--- src/rtl/ileave_pktrip_pwm.sv ---
module ileave_pktrip_pwm #(
  parameter int CNT_W = 10,
  parameter int DT_W  = 6
) (
  input  logic             clk,
  input  logic             rst_n,
  input  logic [CNT_W-1:0] period,
  input  logic [DT_W-1:0]  dead_time,
  input  logic             grid_pos,
  input  logic             sync_rect,
  input  logic             trip_a,
  input  logic             trip_b,
  output logic             gate_a_hi,
  output logic             gate_a_lo,
  output logic             gate_b_hi,
  output logic             gate_b_lo,
  output logic             gate_lf_hi,
  output logic             gate_lf_lo,
  output logic [CNT_W-1:0] ontime_a,
  output logic [CNT_W-1:0] ontime_b,
  output logic             zero_evt,
  output logic             trip_evt_a,
  output logic             trip_evt_b
);
  localparam int W1 = CNT_W + 1;
  localparam int NGATE = 6;

  typedef enum logic [1:0] {POL_IDLE, POL_POS, POL_NEG} pol_t;

  logic [CNT_W-1:0] cnt;
  logic             wrap;
  logic [W1-1:0]    span, half;
  logic [CNT_W-1:0] phase [2];
  logic [1:0]       trip_in, raw, tevt;
  logic [CNT_W-1:0] cap [2];
  logic [NGATE-1:0] req, gate;
  pol_t             pol_q;

  assign wrap = (cnt >= period);

  always_ff @(posedge clk) begin
    if (!rst_n) begin
      cnt      <= '0;
      zero_evt <= 1'b0;
      pol_q    <= POL_IDLE;
    end else begin
      cnt      <= wrap ? '0 : cnt + 1'b1;
      zero_evt <= wrap;
      if (wrap) pol_q <= grid_pos ? POL_POS : POL_NEG;
    end
  end

  assign span     = {1'b0, period} + 1'b1;
  assign half     = span >> 1;
  assign phase[0] = cnt;
  assign phase[1] = ({1'b0, cnt} >= half) ? CNT_W'({1'b0, cnt} - half)
                                          : CNT_W'({1'b0, cnt} + span - half);
  assign trip_in  = {trip_b, trip_a};

  for (genvar g = 0; g < 2; g++) begin : g_leg
    logic [1:0] sy;
    logic       tripped;

    always_ff @(posedge clk) begin
      if (!rst_n) begin
        sy      <= '0;
        tripped <= 1'b1;
        cap[g]  <= '0;
        tevt[g] <= 1'b0;
      end else begin
        sy      <= {sy[0], trip_in[g]};
        tevt[g] <= 1'b0;
        if (phase[g] >= period) begin
          tripped <= 1'b0;
          if (!tripped) cap[g] <= period;
        end else if (!tripped && sy[1]) begin
          tripped <= 1'b1;
          cap[g]  <= phase[g];
          tevt[g] <= 1'b1;
        end
      end
    end

    assign raw[g] = !tripped;

    always_comb begin
      case (pol_q)
        POL_POS: begin
          req[2*g+1] = raw[g];
          req[2*g]   = sync_rect && !raw[g];
        end
        POL_NEG: begin
          req[2*g]   = raw[g];
          req[2*g+1] = sync_rect && !raw[g];
        end
        default: begin
          req[2*g]   = 1'b0;
          req[2*g+1] = 1'b0;
        end
      endcase
    end

    p_trip_single_r11: assert property (@(posedge clk) disable iff (!rst_n)
      tevt[g] |=> !tevt[g]);
    p_trip_below_end_r4: assert property (@(posedge clk) disable iff (!rst_n)
      tevt[g] |-> (cap[g] < period || $past(period) != period));
    p_pair_excl_r8: assert property (@(posedge clk) disable iff (!rst_n)
      !(gate[2*g] && gate[2*g+1]));
  end

  assign req[4] = (pol_q == POL_NEG);
  assign req[5] = (pol_q == POL_POS);

  for (genvar k = 0; k < NGATE; k++) begin : g_dead
    logic [DT_W-1:0] dc;
    always_ff @(posedge clk) begin
      if (!rst_n || !req[k]) dc <= '0;
      else if (dc < dead_time) dc <= dc + 1'b1;
    end
    assign gate[k] = req[k] && (dc >= dead_time);
  end

  assign gate_a_hi  = gate[0];
  assign gate_a_lo  = gate[1];
  assign gate_b_hi  = gate[2];
  assign gate_b_lo  = gate[3];
  assign gate_lf_hi = gate[4];
  assign gate_lf_lo = gate[5];
  assign ontime_a   = cap[0];
  assign ontime_b   = cap[1];
  assign trip_evt_a = tevt[0];
  assign trip_evt_b = tevt[1];

  p_cnt_step_r1: assert property (@(posedge clk) disable iff (!rst_n)
    (cnt != 0) |-> (cnt == $past(cnt) + 1'b1));
  p_pol_at_wrap_r9: assert property (@(posedge clk) disable iff (!rst_n)
    (cnt != 0) |-> $stable(pol_q));
  p_lf_excl_r6: assert property (@(posedge clk) disable iff (!rst_n)
    !(gate_lf_hi && gate_lf_lo));
endmodule

--- config.mk ---
export PLATFORM = sky130hd
export DESIGN_NAME = ileave_pktrip_pwm
export DESIGN_NICKNAME = d
export VERILOG_FILES = /design/src/rtl/ileave_pktrip_pwm.sv
export SDC_FILE = /design/constraint.sdc
export NUM_CORES = 1
export LEC_CHECK = 0
export ABC_AREA = 1
export BUFFER_PORTS_ARGS = -buffer_cell sky130_fd_sc_hd__buf_2
export CAP_MARGIN = 0
export CORE_UTILIZATION = 25
export CTS_CLUSTER_DIAMETER = 80
export DETAILED_ROUTE_END_ITERATION = 12
export SKIP_CTS_REPAIR_TIMING = 1
export SYNTH_ARGS = -nofsm -noshare
export SYNTH_HDL_FRONTEND = slang
export SYNTH_SLANG_ARGS = --single-unit
--- constraint.sdc ---
create_clock -name clk -period 4.8 [get_ports clk]
set_clock_uncertainty 0.05 [all_clocks]
set_input_delay 0.48 -clock clk [delete_from_list [all_inputs] [get_ports clk]]
set_output_delay 0.48 -clock clk [all_outputs]
set_load 0.005 [all_outputs]
Yosys cells after proc, flatten, opt, wreduce, memory -nomap -nowiden. Memories as Yosys holds them, arrays and structs flattened. Index checks and enable logic that the tools add are counted.

Memories: 1. Memory bits (writable): 20. Logic and storage cells: 106. Output and inout bits: 29. Register bits: 57.

Add/subtract/negate cells: 11. Equality and inequality tests: 2. Reductions and logical operators: 28. Bitwise operators: 5. Mux-type cells: 29. Order comparisons: 15.

Memories: cap (words 2, bits a word 10, read ports 2, clocked after memory_dff 0, write ports 2, RTL line 35) `logic [CNT_W-1:0] cap [2];`.

Operators with widths (count): 2-to-1 mux 10 bit (5); adder 6 x 1 -> 6 bit (second input constant) (6); >= comparator 6 bit (6); < comparator 6 bit (6); >= comparator 10 bit (3); 2-to-1 mux 1 bit (21); subtractor 10 bit (2); adder 10 x 1 -> 11 bit (second input constant) (1); adder 10 x 1 -> 10 bit (second input constant) (1); adder 10 bit (1); logical AND 1 bit (10); zero test 1 bit (9); one-hot mux 2 bit (2 select lines) (2); logical OR 1 bit (6); bitwise OR 1 bit (4); nonzero test 2 bit (2); == test 2 x 1 -> 1 bit (second input constant) (1); == test 2 bit (second input constant) (1); 2-to-1 mux 2 bit (1); OR reduction 2 bit (1); inverter 1 bit (1).

Depth between registers and ports, before layout. Gate-level depths: netlist of the first run.

Word-level depth: 10. Gate-level depth with buffers: 34. Mapped depth without buffers: 32.

Worst setup path after synthesis of the first run. Ideal clock, no wire load.

Kind: input to register. From: input period[0]. To: memory cap[1][0], enable pin. Arrival: 4.291 ns. Stages on the path: 25. Slack: 0.140 ns. Library setup time: 0.318 ns. Cell sequence: ha_1 -> nand2_1 -> nor2_1 -> a31oi_1 -> a21oi_1 -> inv_1 -> fa_1 -> ha_1 -> inv_1 -> nor3_1 -> nand3_1 -> nand4_1 -> nand2_1 -> nand2_1 -> nand4_1 -> nand2_1 -> inv_1 -> ha_1 -> a21oi_1 -> o21ai_0 -> a21oi_1 -> nand3_1 -> o21ai_0 -> clkbuf_1 -> nand2_1.

RTL lines: from (decl) (RTL line 7) `input logic [CNT_W-1:0] period,`; to (decl) (RTL line 35).

==> results of run 1 <==
[metal layers]
layer | global-route usage [%] | up-vias | wire [microns]
met2 | 22.0 | 107 | 7710
met3 | 2.44 | 22 | 698
met5 | 0 | - | 0
met4 | 4.98 | 0 | 356
met1 | 16.5 | 2625 | 7630
li1 | - | 3019 | -
[layout by cell type (no fill, tap or decap), drive strengths merged]
cell type  count
nor3          16
ha            86
clkbuf        10
clkinvlp       1
inv          160
nor2          78
edfxtp        20
and3           3
nor3b          5
and2           3
xor2          16
clkinv         6
o22ai         13
nand3         50
o21bai         7
dfxtp         57
fa             7
a31oi          5
nand3b         2
a21o           1
nand4         20
o21a           2
buf           92
nor4           4
o21ai         40
xnor2          3
or2           10
nand2        174
o211ai         5
a21oi         64
[where the power goes]
group	leakage, nW	internal (mW)	total (mW)	switching (mW)
Combinational	2.89	0.213	0.514	0.301
Clock	0.129	0.344	0.608	0.263
Sequential	0.668	0.690	0.702	0.0112
Total	3.69	1.25	1.82	0.575
[kinds of logic (layout without fill, tap and decap cells)]
group | Yosys count | count (layout) | synth area share, %
simple gates | 365 | 365 | 27.1
buf+inv | 167 | 269 | 10.2
compound gates | 137 | 137 | 12.5
fa+ha+maj | 93 | 93 | 19.6
flops | 77 | 77 | 28.0
xor+xnor | 19 | 19 | 2.68
[worst max-delay path: cells and delay by family]
family | cells | cell delay (ns)
AND/OR/NAND/NOR | 15 | 1.46
adder cells (fa/ha/maj) | 4 | 1.24
buffers and inverters | 7 | 0.69
AO/OA/AOI/OAI | 4 | 0.60
[final cells by class]
type                       instances  area, sq um
inverter                         161          604
clock inverter                     6         31.3
fill                            2683        17000
timing repair buffer              92          578
clock buffer                      10          229
sequential                        77         1740
tap                              324          405
multi-input combinational        614         3850
[registers in the layout, summed over array words and instances, names as in the netlist]
name	flops
g_dead.dc	36
cap	20
cnt	10
g_leg.sy	4
g_leg.tripped	2
pol_q	2
trip_evt_a	1
trip_evt_b	1
zero_evt	1
[how the worst max path moves through the flow]
stage	startpoint	cells after the start	endpoint	slack [ns]
after floorplan	period[0]	25	cap[1][0]	0.14
after global placement	period[0]	31	cap[1][2]	0.06
after detailed placement	period[0]	27	cap[1][3]	-0.03
after CTS	period[0]	27	cap[1][4]	0.33
after global routing	period[0]	30	cap[1][0]	-0.02
final	period[0]	30	cap[1][5]	0.30
==> run summary, run 1 <==
The run finished with clean final reports. Subtracting the final worst setup slack from the clock period gives 4.50 ns. After detailed routing, the average wire length per cell comes to 12.8 microns. Across the run, the number of max-cap violations was 0.

The highest net fanout along the worst path is 11, and the post-route worst hold slack is 0.284 ns. For the final sum of negative setup slack, the log shows 0 ns. The die is 160 microns wide. Setup violations remaining at the end of the flow were counted as 0. Measured against its own limit, the worst slew margin works out to 33.1%. TritonCTS built the clock tree. The tools report the kind of end point of the critical path as a flop. The total I/O pin count is 51, and the synthesized netlist net count is 973.

For this run, the leading register cell type out of synthesis is sky130_fd_sc_hd__dfxtp_1. Global routing consumed, over all layers together, 13.1% of the routing resources. Relative to the synthesized area, the layout overhead comes to 19.6%. The cell count of the worst reg-to-reg path was 27; the clock-pin slew on the worst setup and hold paths was 0.06 ns. The final worst setup slack was 0.304 ns. The most repeated cell in the gate-level netlist after synthesis was sky130_fd_sc_hd__nand2_1. For this block, the initial DRC count from the detailed router was 344.

At the end of routability-driven placement, the weighted congestion stood at 0.929. The number of standard cells after synthesis is 858. In the routed layout, each cell is associated on average with a via count of 4.50.

The tools report the endpoint of the worst hold-timing path as g_leg[1].sy[0]. After synthesis the cells add up to 0.00622 sq mm. Counting instances, the worst hold path has a depth of 3.

The most numerous cell type found on the critical path is sky130_fd_sc_hd__nand2_1. Once the floorplan was initialized, standard cells occupied 25.5% of the core. Total number of H-tree levels: 3.

The achievable frequency came out at 0.222 GHz. The cell type contributing the most total cell area after synthesis was sky130_fd_sc_hd__dfxtp_1. In this run the most critical hold path is launched from trip_b. The clock passes through at most 2 buffers. The pre-antenna-repair detailed-routing pass consisted of 4 iterations. The fraction of final layout cells with drive strength greater than 1 is 14.8%. The remaining routing DRC violations is 0. The required time of the critical path was 4.81 ns. Ranked by instance count, the synthesized netlist is headed by 170 x sky130_fd_sc_hd__nand2_1, 158 x sky130_fd_sc_hd__inv_1, 86 x sky130_fd_sc_hd__ha_1.

For the number of antenna violations at the first check in global routing, the log shows 0. In this run the critical register-to-register path is launched from cnt[4]. The detailed router placed 5773 vias in this run.

On the critical path, the stage with the largest delay is an instance of sky130_fd_sc_hd__fa_1. At the worst endpoint, the arrival time is 4.51 ns. The logs give 1268 for the total instance count after detailed placement and 1070 for the count of nets after finishing. The floorplan step defined a die boundary enclosing 0.0255 sq mm. In this run the power density over the cells is 245 mW/mm^2. Number of synthesized flops with an enable pin: 20. The leakage power figure is 3.69 nW. The tools report the reg-to-reg setup timing slack as 0.55 ns. The cell sitting at the root of the clock tree is a sky130_fd_sc_hd__clkbuf_16. Number of port buffers: 50. STA classifies the critical path startpoint as an input pin.

Path category of the worst min-delay check: in2reg. The number of global-route vias before repair is 5330, and the number of synthesized register bits is 77. After floorplanning, the core was divided into 57 placement rows. The run gives 0 as the total of warnings raised by yosys.

Cells fill 30.5% of the core in the end. The repair_antennas step left the layout with diodes totalling 0. Clock tree synthesis found a total of 77 sinks. In this run the remaining antenna-violating nets after routing total 0. After synthesis, the netlist uses 44 different library cells. The maximum vdd drop came out at 128 uV. The global-route congestion overflow total came out at 0. The floorplan step set the die height to 160 microns. The final cell count without fillers was 1284.

The worst register-to-register path ends at cap[1][5]. The worst setup path is of the in2reg kind. The final max-slew violation count came out at 0. After synthesis, the cell types taking the most area are sky130_fd_sc_hd__dfxtp_1 18%, sky130_fd_sc_hd__ha_1 17%, sky130_fd_sc_hd__nand2_1 10%, sky130_fd_sc_hd__edfxtp_1 9.7%, sky130_fd_sc_hd__inv_1 9.5%. For the pin with the worst max-slew slack, the measured transition is 0.999 ns.

The first global-routing pass estimated 26400 microns of wire. The tools report the core area as 0.0244 sq mm. The mean area per synthesized cell was 7.25 sq um; the clock insertion delay at the later pin of the skew report was 0.34 ns. The tools report the placed wire-length estimate after detailed placement as 13600 microns. Share of the synthesized area in the top cell type: 18.3%. Counting flops with an async set or reset pin after synthesis yields a share of 0%. The number of failing hold endpoints at the final stage is 0.

In this run the cell area measured after placement is 0.00717 sq mm. The routed design has 16400 microns of wire. Once layout is done, the placed cells without fillers occupy 0.00744 sq mm. Prior to clock tree synthesis, the placed netlist has a worst setup slack of -0.0289 ns. The final critical path takes up 93.7% of the cycle. The design draws 1.82 mW. The sequential-to-total area share from yosys stat came out at 28.0%.

The number of clock buffers added by TritonCTS is 9. Entering global routing, the biggest net connects 16 pins. The largest stage delay on the critical path works out to 0.46 ns.
Power figures use the tool's default switching activity.
==> run 2, diff against run 1 <==
- PLACE_DENSITY: default -> 0.41
==> run summary, run 2 (synthesized netlist as in run 1, its figures left out) <==
The count of nets after finishing is 1093 (+2.1%). In the final layout, the registers with the most flip-flops are g_dead.dc: 36 flops, cap: 20 flops, cnt: 10 flops. The area growth from synthesis to layout is 24.3%.

Leaving out fill and tap cells, the most frequent cell in the layout is sky130_fd_sc_hd__nand2_1. The portion of the clock cycle consumed by the worst path in the final layout is 91.5% (-2.2 points). The logs give 5657 (-2.0%) for the total via count in the routed design and 2 (unchanged) for the number of buffers between clock root and the deepest sink.

The initial cell density of the core was 25.5% (unchanged). The register with the most flip-flops is g_dead.dc. Clock net sink count: 77 (unchanged). The initial DRC count was 213 (-38%). The global-route congestion overflow total was 0 (unchanged). The number of global-route vias before repair was 5547 (+4.1%). The placed wire-length estimate after detailed placement was 14900 microns (+9.2%).

For the total number of H-tree levels, the log shows 3 (unchanged). STA classifies the critical path startpoint as an input pin. The tools report the cell at the root of the clock tree as sky130_fd_sc_hd__clkbuf_16. The post-layout utilization of the core is 31.7% (+1.2 points). Total instance count after detailed placement: 1288 (+1.6%).

The number of buffers created by CTS is 9 (unchanged), and the largest stage delay on the critical path is 0.56 ns (+0.10 ns). For the headroom to the max-slew limit, the log shows 30.7% (-2.3 points). Remaining routing DRC violations: 0 (unchanged).

Setup repair after global routing left no endpoint under its margin. The per-cell via count in the routed design works out to 4.33 (-3.7%). For the final max-slew violation count, the log shows 0 (unchanged). The required time of the critical path is 4.85 ns (+0.04 ns), and the routed wirelength normalized by instance count is 13.7 microns (+7.3%).

The number of flip-flops under the largest register name was 36 (unchanged); the cell area after placement was 0.00732 sq mm (+2.1%). Clock insertion delay at the later pin of the skew report: 0.34 ns (about the same). The number of nets with antenna violations after routing is 0 (unchanged), and the highest net fanout along the worst path is 10 (-1). Total I/O pin count: 51 (unchanged). STA classifies the critical path endpoint as a flop. Core area: 0.0244 sq mm (unchanged). For the global-route usage over all layers, the log shows 14.5% (+1.4 points). The run finished with clean final reports. The run gives 4 (unchanged) as the number of optimization iterations in the first detailed-route pass. The logs give 155 uV (+21%) for the maximum vdd drop and 0.408 ns (+0.103 ns) for the final worst setup slack. The final critical path time including I/O delays and setup came out at 4.39 ns (-0.103 ns). The power per cell area works out to 259 mW/mm^2 (+5.8%). The run gives 1307 (+1.8%) as the final cell count without fillers.

The aggregate routed wire length was 17900 microns (+9.3%); the final RePlAce weighted congestion was 0.805 (-13%). The number of antenna repair diodes is 0 (unchanged), and the achievable frequency is 0.228 GHz (+2.4%). The clock-pin slew on the worst setup and hold paths came out at 0.06 ns (about the same).

The number of placement rows was 57 (unchanged); the number of port buffers was 50 (unchanged). The total die area came out at 0.0255 sq mm (unchanged). Setup-violating endpoint count in the final report: 0 (unchanged). Leaving out fill and tap cells, the most frequent cells in the layout are 168 x sky130_fd_sc_hd__nand2_1, 158 x sky130_fd_sc_hd__inv_1, 83 x sky130_fd_sc_hd__ha_1, 71 x sky130_fd_sc_hd__nor2_1, 62 x sky130_fd_sc_hd__buf_4.

The final instance area is 0.00773 sq mm (+4.0%), and the arrival time of data at the critical path endpoint is 4.44 ns (-0.07 ns). The slowest stage of the critical path is the sky130_fd_sc_hd__fa_1 cell. Fraction of final layout cells with drive strength greater than 1: 18.4% (+3.6 points). The logs give 16 (unchanged) for the pin count of the biggest net entering global routing and 0 (unchanged) for the number of failing hold endpoints at the final stage.

Classification of the worst setup path: in2reg. First-pass GRT wire length: 29100 microns (+10%). Number of antenna violations at the first check in global routing: 0 (unchanged).

The max-capacitance violation count is 0 (unchanged), and the floorplan die height is 160 microns (unchanged). Width of the chip: 160 microns (unchanged). For the worst slack at placement, the log shows -0.156 ns (-0.127 ns). The leakage power figure came out at 3.83 nW (+3.7%). TritonCTS built the clock tree. The transition time of the tightest slew-check pin works out to 1.03 ns (+0.0349 ns).

Path category of the worst min-delay check: in2reg. Counting stages on the worst path, the most repeated cell is sky130_fd_sc_hd__nand2_1.
[run 2: metrics by stage]
| stage | hold slack (ns) | setup TNS (ns) | power [mW] |
|---|---|---|---|
| global route | 0.291 | 0 | 2.14 |
| CTS | 0.267 | 0 | 2.01 |
| floorplan | 0.340 | 0 | 1.05 |
| detailed placement | 0.378 | -2.24 | 1.29 |
| finish | 0.286 | 0 | 2.01 |
| global placement | 0.378 | -1.95 | 1.30 |
[run 2: worst paths after layout]
check / start / endpoint / slack (ns) / cells after the start
worst max-delay path: period[0] / cap[1][1] / 0.41 / 28
worst min-delay path: trip_a / g_leg[0].sy[0] / 0.29 / 3
worst max register to register: cnt[2] / cap[1][1] / 0.69 / 24
worst min register to register: g_leg[0].sy[0] / g_leg[0].sy[1] / 0.39 / 2
[run 2: power by group]
part           internal, mW  switching (mW)  total, mW
Clock                 0.422           0.280      0.702
Combinational         0.273           0.326      0.599
Sequential            0.690          0.0148      0.705
Total                  1.39           0.621       2.01
[run 2: layer usage]
metal | track usage, % | up-vias | share of wire [%]
met4 | 3.93 | 0 | 1.4
met5 | 0 | - | 0
met1 | 18.6 | 2500 | 48
met3 | 2.05 | 15 | 2.1
met2 | 25.3 | 75 | 48
li1 | - | 3067 | -
[run 2: final cells by class]
type / instances / area [sq um]
Fill cell: 2691 / 16700
Multi-Input combinational cell: 614 / 3930
Sequential cell: 77 / 1740
Timing Repair Buffer: 115 / 752
Inverter: 161 / 604
Tap cell: 324 / 405
Clock buffer: 12 / 250
Clock inverter: 4 / 46.3
[run 2: worst max-delay path: cells and delay by family]
family / cells / cell delay (ns)
simple gates: 10 / 0.99
xor+xnor: 1 / 0.13
fa+ha+maj: 3 / 1.08
compound gates: 5 / 0.78
buf+inv: 9 / 0.99
